File: src/rtl/sic_pkg.sv
package sic_pkg;
  localparam int ADDR_W   = 6;
  localparam int WIN_BYTES = 8;
  localparam int WIN_W    = WIN_BYTES * 8;
  localparam int MAX_SRC  = 24;

  typedef enum logic [2:0] {
    WIN_EDGE  = 3'd0,
    WIN_STA_A = 3'd1,
    WIN_MSK_A = 3'd2,
    WIN_STA_B = 3'd3,
    WIN_MSK_B = 3'd4,
    WIN_TEST  = 3'd5,
    WIN_CTRL  = 3'd6
  } win_e;

  // place a byte into its lane of a window-wide vector
  function automatic logic [WIN_W-1:0] lane_fill(input logic [2:0] lane,
                                                 input logic [7:0] val);
    return WIN_W'(val) << {lane, 3'b000};
  endfunction

  function automatic logic [WIN_W-1:0] lane_sel(input logic [2:0] lane);
    return WIN_W'(8'hFF) << {lane, 3'b000};
  endfunction
endpackage

File: src/rtl/sic_edge_det.sv
module sic_edge_det #(
  parameter int NUM_SRC = 18,
  localparam int CFG_W  = 2 * NUM_SRC
) (
  input  logic               clk,
  input  logic               rst_n,
  input  logic [NUM_SRC-1:0] src_i,
  input  logic [CFG_W-1:0]   cfg_i,
  output logic [NUM_SRC-1:0] evt_o
);
  for (genvar i = 0; i < NUM_SRC; i++) begin : g_src
    logic prev_q;
    logic rise_en, fall_en;
    assign rise_en = cfg_i[2*i+1];
    assign fall_en = cfg_i[2*i];

    always_ff @(posedge clk or negedge rst_n) begin
      if (!rst_n) prev_q <= 1'b0;
      else        prev_q <= src_i[i];
    end

    assign evt_o[i] = (rise_en &  src_i[i] & ~prev_q) |
                      (fall_en & ~src_i[i] &  prev_q);
  end
endmodule

File: src/rtl/sic_status_bank.sv
module sic_status_bank #(
  parameter int NUM_SRC = 18
) (
  input  logic               clk,
  input  logic               rst_n,
  input  logic [NUM_SRC-1:0] evt_i,
  input  logic [NUM_SRC-1:0] clr_i,
  output logic [NUM_SRC-1:0] sta_o
);
  for (genvar i = 0; i < NUM_SRC; i++) begin : g_bit
    logic pend_q, hold_q, clr_eff;
    assign clr_eff = clr_i[i] & pend_q;

    always_ff @(posedge clk or negedge rst_n) begin
      if (!rst_n) begin
        pend_q <= 1'b0;
        hold_q <= 1'b0;
      end else if (clr_eff) begin
        // a held event or a fresh one keeps the bit alive
        pend_q <= hold_q | evt_i[i];
        hold_q <= hold_q & evt_i[i];
      end else begin
        pend_q <= pend_q | evt_i[i];
        hold_q <= hold_q | (pend_q & evt_i[i]);
      end
    end

    assign sta_o[i] = pend_q;
  end
endmodule

File: src/rtl/sec_irq_ctrl.sv
module sec_irq_ctrl
  import sic_pkg::*;
#(
  parameter int NUM_SRC = 18
) (
  input  logic               clk,
  input  logic               rst_n,
  input  logic [NUM_SRC-1:0] src_i,
  input  logic               reg_wr,
  input  logic               reg_rd,
  input  logic [5:0]         reg_addr,
  input  logic [7:0]         reg_wdata,
  output logic [7:0]         reg_rdata,
  output logic               irq_a_n,
  output logic               irq_b_n
);
  localparam int EDGE_W = 2 * NUM_SRC;

  logic [2:0]         win;
  logic [2:0]         lane;
  logic [WIN_W-1:0]   wfill, wsel;
  logic [EDGE_W-1:0]  edge_q;
  logic               cor_q;
  logic [NUM_SRC-1:0] evt, tst_vec, evt_all;
  logic [NUM_SRC-1:0] sta_l [2];
  logic [NUM_SRC-1:0] msk_l [2];
  logic [1:0]         irq_n;
  logic [WIN_W-1:0]   rd_win;
  logic [7:0]         rd_byte, rdata_q;
  logic [NUM_SRC-1:0] sta_a, sta_b, msk_a, msk_b;

  assign win   = reg_addr[5:3];
  assign lane  = reg_addr[2:0];
  assign wfill = lane_fill(lane, reg_wdata);
  assign wsel  = lane_sel(lane);

  // shared edge-select array and control bit
  always_ff @(posedge clk or negedge rst_n) begin
    if (!rst_n) begin
      edge_q <= '0;
      cor_q  <= 1'b0;
    end else if (reg_wr) begin
      if (win == WIN_EDGE)
        edge_q <= (edge_q & ~wsel[EDGE_W-1:0]) | wfill[EDGE_W-1:0];
      if (win == WIN_CTRL && lane == 3'd0)
        cor_q <= reg_wdata[0];
    end
  end

  sic_edge_det #(.NUM_SRC(NUM_SRC)) edge_i (
    .clk   (clk),
    .rst_n (rst_n),
    .src_i (src_i),
    .cfg_i (edge_q),
    .evt_o (evt)
  );

  assign tst_vec = (reg_wr && win == WIN_TEST) ? wfill[NUM_SRC-1:0] : '0;
  assign evt_all = evt | tst_vec;

  for (genvar l = 0; l < 2; l++) begin : g_line
    localparam logic [2:0] STA_WIN = 3'(1 + 2*l);
    localparam logic [2:0] MSK_WIN = 3'(2 + 2*l);
    logic [NUM_SRC-1:0] msk_q, clr, sta;

    always_ff @(posedge clk or negedge rst_n) begin
      if (!rst_n)
        msk_q <= '1;
      else if (reg_wr && win == MSK_WIN)
        msk_q <= (msk_q & ~wsel[NUM_SRC-1:0]) | wfill[NUM_SRC-1:0];
    end

    always_comb begin
      clr = '0;
      if (cor_q) begin
        if (reg_rd && win == STA_WIN) clr = sta & wsel[NUM_SRC-1:0];
      end else begin
        if (reg_wr && win == STA_WIN) clr = wfill[NUM_SRC-1:0];
      end
    end

    sic_status_bank #(.NUM_SRC(NUM_SRC)) bank_i (
      .clk   (clk),
      .rst_n (rst_n),
      .evt_i (evt_all),
      .clr_i (clr),
      .sta_o (sta)
    );

    assign sta_l[l] = sta;
    assign msk_l[l] = msk_q;
    assign irq_n[l] = ~|(sta & ~msk_q);
  end

  assign sta_a = sta_l[0];
  assign sta_b = sta_l[1];
  assign msk_a = msk_l[0];
  assign msk_b = msk_l[1];

  always_comb begin
    rd_win = '0;
    case (win)
      WIN_EDGE:  rd_win = WIN_W'(edge_q);
      WIN_STA_A: rd_win = WIN_W'(sta_a);
      WIN_MSK_A: rd_win = WIN_W'(msk_a);
      WIN_STA_B: rd_win = WIN_W'(sta_b);
      WIN_MSK_B: rd_win = WIN_W'(msk_b);
      WIN_CTRL:  rd_win[0] = cor_q;
      default:   rd_win = '0;
    endcase
  end
  assign rd_byte = rd_win[{lane, 3'b000} +: 8];

  always_ff @(posedge clk or negedge rst_n) begin
    if (!rst_n) rdata_q <= 8'h00;
    else        rdata_q <= reg_rd ? rd_byte : 8'h00;
  end

  assign reg_rdata = rdata_q;
  assign irq_a_n   = irq_n[0];
  assign irq_b_n   = irq_n[1];
endmodule

File: config.mk
export PLATFORM = sky130hd
export DESIGN_NAME = sec_irq_ctrl
export DESIGN_NICKNAME = d
export VERILOG_FILES = /design/src/rtl/sic_pkg.sv /design/src/rtl/sic_edge_det.sv /design/src/rtl/sic_status_bank.sv /design/src/rtl/sec_irq_ctrl.sv
export SDC_FILE = /design/constraint.sdc
export NUM_CORES = 1
export LEC_CHECK = 0
export BUFFER_PORTS_ARGS = -buffer_cell sky130_fd_sc_hd__buf_2
export CORE_ASPECT_RATIO = 0.9
export CORE_MARGIN = 2
export CORE_UTILIZATION = 45
export CTS_BUF_LIST = sky130_fd_sc_hd__clkbuf_8
export CTS_CLUSTER_DIAMETER = 60
export DETAILED_ROUTE_END_ITERATION = 6
export PLACE_DENSITY = 0.64
export SLEW_MARGIN = 25
export SYNTH_ARGS = -nofsm -noshare
export SYNTH_HDL_FRONTEND = slang
export SYNTH_SLANG_ARGS = --single-unit
File: constraint.sdc
create_clock -name clk -period 2.15 [get_ports clk]
set_input_delay 0 -clock clk [delete_from_list [all_inputs] [get_ports clk]]
set_output_delay 0 -clock clk [all_outputs]
set_load 0.01 [all_outputs]
==> results of run 1 <==
## cell usage after synthesis, drive strengths merged, types with 5 or more instances
library cell / n / area share
o21ai: 137 / 0.079
dfrtp: 135 / 0.39
a21oi: 97 / 0.059
mux2: 81 / 0.10
nand2: 69 / 0.030
inv: 41 / 0.018
dfstp: 36 / 0.11
buf: 27 / 0.021
nor3: 25 / 0.032
o22ai: 24 / 0.017
nand3b: 19 / 0.016
nor2: 19 / 0.0093
mux2i: 16 / 0.018
nand2b: 15 / 0.011
clkbuf: 14 / 0.0062
nor2b: 14 / 0.010
nand3: 13 / 0.0086
mux4: 6 / 0.015
a221oi: 5 / 0.0050
## kinds of logic after synthesis
kind of cell,share of synthesized area
flops,0.496
mux,0.138
buf+inv,0.0445
compound gates,0.185
simple gates,0.137
## cells in the final DEF (no fill, tap or decap), types with 4 or more instances in the layout
cell	count
dfrtp_1	135
a21oi_1	89
mux2_2	81
o21ai_1	76
nand2_1	69
o21ai_0	61
buf_2	44
inv_1	40
dfstp_2	36
buf_4	31
o22ai_1	24
dlygate4sd3_1	23
nand3b_1	19
clkbuf_8	19
mux2i_1	16
nand2b_1	15
nor2_1	15
nor2b_1	14
nand3_1	11
nor3_4	11
nor3_1	8
a21oi_2	8
mux4_2	6
nor3_2	6
buf_12	6
a221oi_1	5
o221ai_1	4
nor2_2	4
## final timing paths
path                                                   from  slack [ns]                           endpoint
max                                     g_line[1].msk_q[14]        0.06                            irq_b_n
min                                                   rst_n        0.03   g_line[0].bank_i.g_bit[2].pend_q
max reg2reg                                           cor_q        0.21  g_line[1].bank_i.g_bit[15].hold_q
min reg2reg                g_line[0].bank_i.g_bit[5].hold_q        0.52   g_line[0].bank_i.g_bit[5].pend_q
max in group asynchronous                             rst_n        1.35                 g_line[1].msk_q[2]
min in group clk                               reg_wdata[3]        0.03                g_line[0].msk_q[11]
## report_power, final
part	total [uW]	leakage [uW]	switching [uW]	internal, uW
Combinational	1940	0.00214	1100	839
Clock	2490	0.000214	1260	1220
Sequential	4650	0.00198	626	4030
Total	9080	0.00433	2990	6090
## area by class of cell
type                       instances  area [um2]
clock buffer                      19         262
clock inverter                    13         166
fill                            1721        9040
inverter                          41         154
multi-input combinational        585        4030
sequential                       171        4320
tap                              250         313
timing repair buffer             105         815
## flip-flops by register name, summed over array words and instances (netlist names)
register                    flops
edge_i.g_src.prev_q            18
edge_q                         36
g_line.msk_q                   36
g_line.bank_i.g_bit.pend_q     36
cor_q                           1
g_line.bank_i.g_bit.hold_q     36
reg_rdata                       8
## per-stage QoR
| step | cells | setup slack [ns] |
|---|---|---|
| 6_report | 1184 | 0.0602 |
| 5_1_grt | 1184 | 0.0198 |
| 4_1_cts | 1184 | 0.00645 |
| 3_5_place_dp | 1129 | 0.245 |
| 3_3_place_gp | 1129 | 0.268 |
| 2_1_floorplan | 838 | 0.497 |
## worst max-delay path: stages (launching register included)
cell,delay (ns)
dfstp_2,0.58
o22ai_1,0.14
nor2_1,0.12
nand4bb_1,0.19
nor4_2,0.39
buf_2,0.19
## per-layer routing
metal  share of wire  vias up
met5          0.0015        -
met4           0.033        3
met3           0.090       60
met2            0.43      305
met1            0.44     3551
li1                -     3216
## timing repair
item	in CTS	in global routing
pin swaps	0	1
hold endpoints to repair	179	0
hold buffers	23	0
endpoints found under the setup margin	2	1
gates resized for setup	2	0
==> results.json, run 1 <==
{
  "p_leak_uw": 0.00433,
  "crit_path_start_kind": "flop",
  "hpwl_um": 19800,
  "status": "completed",
  "ios": 46,
  "reg2reg_depth": 6,
  "met2_usage": 0.393,
  "cp_data_arrival_time_ns": 2.09,
  "cts_buffers": 17,
  "die_area_um2": 20500,
  "core_area_um2": 19100,
  "vias": 7135,
  "setup.worst_path.end_class": "primary output",
  "rows": 48,
  "tns_ns": 0,
  "clock-root-buffer": "clkbuf_8",
  "clock_latency_ns": 0.49,
  "drtIter0Drc": 778,
  "cts_tree": "yes",
  "finClkSkew_ns": 0.0190,
  "routed_via_density": 6.03,
  "fin_util": 0.527,
  "syn_area_um2": 8720,
  "grt_max_degree": 58,
  "die_h_um": 136,
  "antenna_found_initial": 0,
  "syn_avg_cell_area_um2": 10.4,
  "synth_ff_type": "dfrtp_1",
  "drc_errors": 0,
  "grt_first_pass_wirelength_um": 40400,
  "grtUsageMet1": 0.383,
  "start_util": 0.457,
  "tightest_slew_ns": 0.784,
  "setup_viol": 0,
  "cts.sinks": 171,
  "syn_to_final_growth_pct": 15.3,
  "finalCritPeriodShare": 0.972,
  "finalHoldViolCount": 0,
  "max_freq_mhz": 479,
  "max_slew_margin": 0.472,
  "final_area_um2": 10100,
  "yosysWarnings": 0,
  "clock_path_buffers": 2,
  "finalMaxSlewViolations": 0,
  "drtAntennaViolNets": 0,
  "grt_remaining_overflow": 0,
  "synth-seq-cells": 171,
  "cp.required_ns": 2.15,
  "die_w_um": 151,
  "grt_pass1_vias": 6670,
  "path_max_fanout": 3,
  "powerDensity_nw_per_um2": 902,
  "seq_area_frac_synth": 0.496,
  "top_usage_layer": "met2",
  "port_buffers": 45,
  "drt_wl_total_um": 26800,
  "async_flop_share": 1.00,
  "final_layout_size_suffix_gt1_frac": 0.294,
  "syn_inst": 838,
  "path_clk_slew_ns": 0.09,
  "synth_edf_count": 0,
  "grt.total_usage": 0.272,
  "max-vdd-ir-drop_mv": 0.504,
  "power.total_uw": 9080,
  "maxCapViolCount": 0,
  "ys_types": 61,
  "syn-num-nets": 874,
  "crit_type": "flop to primary output",
  "gr-usage-met3": 0.0832,
  "gp_congestion": 1.00,
  "ctsHtreeMaxLevel": 4,
  "fin_nets": 957,
  "drt_pass1_iterations": 5,
  "whs_ns": 0.0259,
  "place_area_um2": 9390,
  "cts_setup_buffers": 0,
  "hp-class": "primary input to asynchronous set/reset pin",
  "rsz0062_at_grt": "no",
  "fin_crit_ns": 2.09,
  "diodes": 0,
  "wire_per_inst_um": 22.6
}
Power figures use the tool's default switching activity.
==> inputs of run 2 (changes only) <==
==> constraint.sdc (replaced) <==
create_clock -name clk -period 2.4 [get_ports clk]
set_input_delay 0 -clock clk [delete_from_list [all_inputs] [get_ports clk]]
set_output_delay 0 -clock clk [all_outputs]
set_load 0.01 [all_outputs]
==> run 2 against run 1 <==
Global-route usage rose by 0.21 points. Clock power fell by 21%. Via count fell by 0.60%. Largest cell class unchanged. Cell count fell by 0.76%. Largest power group unchanged. Die area did not move. Highest routed layer is now met4. Sequential power fell by 11%. Combinational power fell by 12%.
==> results.json, run 2 (synthesized netlist as in run 1, its figures left out) <==
{
  "status": "completed",
  "ctsHtreeMaxLevel": 4,
  "critical_path.top_delay_family": "simple AND/OR/NAND/NOR gates",
  "die_area_um2": 20500,
  "tns_ns": 0,
  "cp_num_buf_inv": 2,
  "rows": 48,
  "clkPwrFrac": 0.251,
  "finalCritPeriodShare": 0.927,
  "grt_remaining_overflow": 0,
  "cts_setup_buffers": 0,
  "drt_wl_total_um": 26600,
  "die_w_um": 151,
  "clock_latency_ns": 0.48,
  "fin_nets": 948,
  "cts_tree": "yes",
  "cp.required_ns": 2.40,
  "max_freq_mhz": 449,
  "diodes": 0,
  "drt_pass1_iterations": 6,
  "path_cells": "inv_1, o22ai_1, nor2_1, nand4bb_1, nor4_1, buf_2",
  "power.total_uw": 7840,
  "mostFrequentLayoutCell": "dfrtp_1",
  "routed_via_density": 6.04,
  "place_area_um2": 9300,
  "grt_pass1_vias": 7003,
  "antenna_found_initial": 0,
  "slowest_stage": "nor4_1",
  "syn_to_final_growth_pct": 13.2,
  "finClkSkew_ns": 0.0199,
  "crit_type": "flop to primary output",
  "ios": 46,
  "port_buffers": 45,
  "max-vdd-ir-drop_mv": 0.501,
  "hpwl_um": 19500,
  "fillers": 1778,
  "setup_viol": 0,
  "drc_errors": 0,
  "finalMaxSlewViolations": 0,
  "path_clk_slew_ns": 0.09,
  "clock-root-buffer": "clkbuf_8",
  "intPower_uw": 5200,
  "clock_path_buffers": 2,
  "powerDensity_nw_per_um2": 793,
  "die_h_um": 136,
  "switching_share": 0.337,
  "setup.worst_path.end_class": "primary output",
  "maxCapViolCount": 0,
  "netSwitchingPower_uw": 2640,
  "wire_per_inst_um": 22.7,
  "p_leak_uw": 0.00426,
  "post_cts_resized": 0,
  "p_seq_frac": 0.531,
  "cpPeakStageDelay_ns": 0.48,
  "final_area_um2": 9880,
  "hp-class": "primary input to flop",
  "drtIter0Drc": 695,
  "vias": 7092,
  "fin_crit_ns": 2.23,
  "final_cell_mix": "dfrtp_1, a21oi_1, mux2_2",
  "grt_first_pass_wirelength_um": 41400,
  "rsz0062_at_grt": "no",
  "top_usage_layer": "met2",
  "grt.total_usage": 0.274,
  "cts_buffers": 17,
  "combPwrFrac": 0.217,
  "start_util": 0.457,
  "cp_data_arrival_time_ns": 2.23,
  "cts.sinks": 171,
  "gr-usage-met3": 0.0624,
  "tightest_slew_ns": 0.828,
  "grt_max_degree": 70,
  "drtAntennaViolNets": 0,
  "gp_congestion": 1.04,
  "finalHoldViolCount": 0,
  "crit_path_start_kind": "flop",
  "met2_usage": 0.411,
  "final_layout_size_suffix_gt1_frac": 0.285,
  "max_slew_margin": 0.447,
  "core_area_um2": 19100,
  "path_max_fanout": 3,
  "grtUsageMet1": 0.387
}
run 2: changes by cell type in the layout (fill, tap and decap cells not counted), moves of 2 or more:
| cell | delta |
|---|---|
| inv_6 | +2 |
| nor4_1 | +2 |
| dlygate4sd3_1 | -2 |
| nor4_2 | -2 |
| inv_1 | +2 |
| bufinv_16 | -2 |
| buf_4 | -4 |
| buf_12 | -3 |
run 2: layout make-up:
| cell class | count | area, um2 | share of cell area |
|---|---|---|---|
| Sequential cell | 171 | 4320 | 0.438 |
| Tap cell | 250 | 313 | 0.0317 |
| Clock inverter | 14 | 124 | 0.0125 |
| Inverter | 41 | 154 | 0.0156 |
| Clock buffer | 18 | 248 | 0.0251 |
| Timing Repair Buffer | 96 | 704 | 0.0713 |
| Multi-Input combinational cell | 585 | 4010 | 0.406 |
run 2: power by group through the flow:
stage / logic [uW] / clock network, uW / registers (uW)
floorplan: 1180 / 0 / 4030
global placement: 1620 / 0 / 4180
detailed placement: 1670 / 0 / 4190
CTS: 1690 / 1990 / 4150
global route: 1900 / 2130 / 4270
finish: 1700 / 1970 / 4160
run 2: worst paths after layout:
check                                                       start                                 to  slack [ns]  cells after the start
worst max register to register                              cor_q  g_line[1].bank_i.g_bit[14].hold_q        0.30                      5
worst max-delay path            g_line[0].bank_i.g_bit[14].pend_q                            irq_a_n        0.17                      6
worst min register to register  g_line[0].bank_i.g_bit[13].pend_q  g_line[0].bank_i.g_bit[13].pend_q        0.53                      2
worst min-delay path                                 reg_wdata[6]                 g_line[1].msk_q[6]        0.03                      2
min in group asynchronous                                   rst_n   g_line[1].bank_i.g_bit[0].hold_q        0.09                      2
max in group asynchronous                                   rst_n                g_line[1].msk_q[13]        1.54                      3
run 2: what timing repair did:
| action | 4_1_cts | 5_1_grt |
|---|---|---|
| setup endpoints to repair | 0 | 0 |
| hold buffers | 21 | 0 |
| hold endpoints to repair | 96 | 0 |
run 2: through the flow:
step | cells | worst slack (ns) | util | hold slack, ns
3_5_place_dp | 1122 | 0.387 | 0.487 | 0.0604
6_report | 1175 | 0.174 | 0.517 | 0.0277
4_1_cts | 1175 | 0.164 | 0.517 | 0.00250
2_1_floorplan | 838 | 0.747 | - | -0.296
5_1_grt | 1175 | 0.0301 | 0.517 | 0.00877
3_3_place_gp | 1122 | 0.403 | 0.487 | 0.0616
run 2: routing by layer:
metal  up-vias  share of wire
li1       3184              -
met1      3518           0.44
met2       327           0.45
met3        63          0.079
met4         0          0.035
met5         -              0
==> inputs of run 3 (changes only) <==
--- a/config.mk
+++ b/config.mk
@@ -9,7 +9,6 @@
 export CORE_ASPECT_RATIO = 0.9
 export CORE_MARGIN = 2
 export CORE_UTILIZATION = 45
-export CTS_BUF_LIST = sky130_fd_sc_hd__clkbuf_8
 export CTS_CLUSTER_DIAMETER = 60
 export DETAILED_ROUTE_END_ITERATION = 6
 export PLACE_DENSITY = 0.64
==> run 3 against run 2 <==
Worst hold slack better by 0.016 ns. Non-clock buffer count down 1. Critical path depth unchanged. Cell count about the same. Final area up 1.8%. Sequential share of layout area down 0.79 points. Combinational power about the same. Largest cell class unchanged. Worst setup slack better by 0.030 ns.
==> results.json, run 3 (synthesized netlist as in run 1, its figures left out) <==
{
  "dp.cells": 1122,
  "wire_per_inst_um": 22.7,
  "max_freq_mhz": 455,
  "multi_input_area_um2": 4010,
  "maxCapViolCount": 0,
  "crit_type": "flop to primary output",
  "drtAntennaViolNets": 0,
  "grt_remaining_overflow": 0,
  "fin_crit_ns": 2.20,
  "cts_buffers": 17,
  "finalHoldViolCount": 0,
  "cp_data_arrival_time_ns": 2.20,
  "finalCritPeriodShare": 0.915,
  "drt_wl_total_um": 26700,
  "path_cells": "inv_1, o22ai_1, nor2_1, nand4bb_1, nor4_1, buf_2",
  "fillers": 1743,
  "final_cell_mix": "dfrtp_1, a21oi_1, mux2_2",
  "tightest_slew_ns": 0.841,
  "die_h_um": 136,
  "hold-path-cell-count": 2,
  "drc_errors": 0,
  "path_clk_slew_ns": 0.07,
  "path_max_fanout": 3,
  "clock-root-buffer": "clkbuf_16",
  "cts.sinks": 171,
  "finClkSkew_ns": 0.0157,
  "grt_first_pass_wirelength_um": 41600,
  "hpwl_um": 19500,
  "final_layout_size_suffix_gt1_frac": 0.286,
  "mostFrequentLayoutCell": "dfrtp_1",
  "holdPathEnd": "edge_q[23]",
  "gp_congestion": 1.04,
  "grt_pass1_vias": 7050,
  "hp-class": "primary input to flop",
  "rr_startpoint": "cor_q",
  "setup_viol": 0,
  "power.total_uw": 8560,
  "cpPeakStageDelay_ns": 0.49,
  "reg2reg_depth": 5,
  "status": "completed",
  "ios": 46,
  "tns_ns": 0,
  "clock_path_buffers": 2,
  "p_leak_uw": 0.00433,
  "port_buffers": 45,
  "rrSetupSlack_ns": 0.29,
  "max_slew_margin": 0.439,
  "seq_area_um2": 4320,
  "cts_tree": "yes",
  "rsz0062_at_grt": "no",
  "finalMaxSlewViolations": 0,
  "die_area_um2": 20500,
  "diodes": 0,
  "drt_pass1_iterations": 5,
  "crit_path_start_kind": "flop",
  "grt.total_usage": 0.275,
  "drtIter0Drc": 675,
  "routed_via_density": 6.09,
  "place_ws_ns": 0.387,
  "start_util": 0.457,
  "rr_endpoint": "g_line[1].bank_i.g_bit[15].hold_q",
  "cts_hold_buf": 20,
  "rows": 48,
  "fin_util": 0.527,
  "die_w_um": 151,
  "clock_latency_ns": 0.44,
  "worst_slack_ns": 0.204,
  "cp.required_ns": 2.40,
  "setup.worst_path.end_class": "primary output",
  "fin_cells": 1174,
  "fin_nets": 947,
  "syn_to_final_growth_pct": 15.3,
  "post_cts_resized": 0,
  "grt_max_degree": 70,
  "vias": 7147,
  "cts_setup_buffers": 0,
  "max-vdd-ir-drop_mv": 0.594,
  "core_area_um2": 19100,
  "powerDensity_nw_per_um2": 850,
  "ctsHtreeMaxLevel": 4,
  "hp-start": "reg_wdata[7]",
  "slowest_stage": "nor4_1",
  "antenna_found_initial": 0
}
[run 3: changes by cell type in the layout (fill, tap and decap cells not counted)]
cell / delta
clkbuf_8: -17
dlygate4sd3_1: -1
clkbuf_16: +17
clkbuf_1: +2
inv_1: -2
[run 3: layout make-up]
type | count | share of cell area
tap | 250 | 0.0311
clock buffer | 20 | 0.0444
clock inverter | 12 | 0.0116
multi-input combinational | 585 | 0.399
timing repair buffer | 95 | 0.0690
inverter | 41 | 0.0153
sequential | 171 | 0.430
[run 3: worst max-delay path by stage]
stage | startpoint | end | slack [ns] | depth (start not counted)
after global routing | g_line[0].bank_i.g_bit[14].pend_q | irq_a_n | 0.09 | 6
after detailed placement | cor_q | g_line[1].bank_i.g_bit[15].hold_q | 0.39 | 5
after floorplan | cor_q | g_line[0].bank_i.g_bit[15].hold_q | 0.75 | 7
after global placement | reg_addr[5] | reg_rdata[6] | 0.40 | 6
after CTS | g_line[0].bank_i.g_bit[14].pend_q | irq_a_n | 0.22 | 6
final | g_line[0].bank_i.g_bit[14].pend_q | irq_a_n | 0.20 | 6
[run 3: power breakdown]
group	total (uW)	leakage, uW	switching, uW	internal (uW)
registers	4180	0.00198	561	3610
logic	1710	0.00208	970	735
clock network	2680	0.000271	1210	1470
total	8560	0.00433	2740	5820
[run 3: per-stage QoR]
stage,hold WS [ns],cell area [um2]
floorplan,-0.296,8720
global placement,0.0616,9300
detailed placement,0.0604,9300
CTS,0.0354,10100
global route,0.0461,10100
finish,0.0439,10100
[run 3: layer usage]
metal	share of wire	GRT usage
met3	0.089	0.0681
met2	0.44	0.409
met1	0.43	0.387
met5	0	0
met4	0.039	0.111
[run 3: critical path: cells and delay by family (launching register included)]
family / cells / cell delay, ns
and+or+nand+nor: 3 / 0.83
DFF: 1 / 0.39
buffers and inverters: 2 / 0.39
AOI/OAI and AO/OA: 1 / 0.16
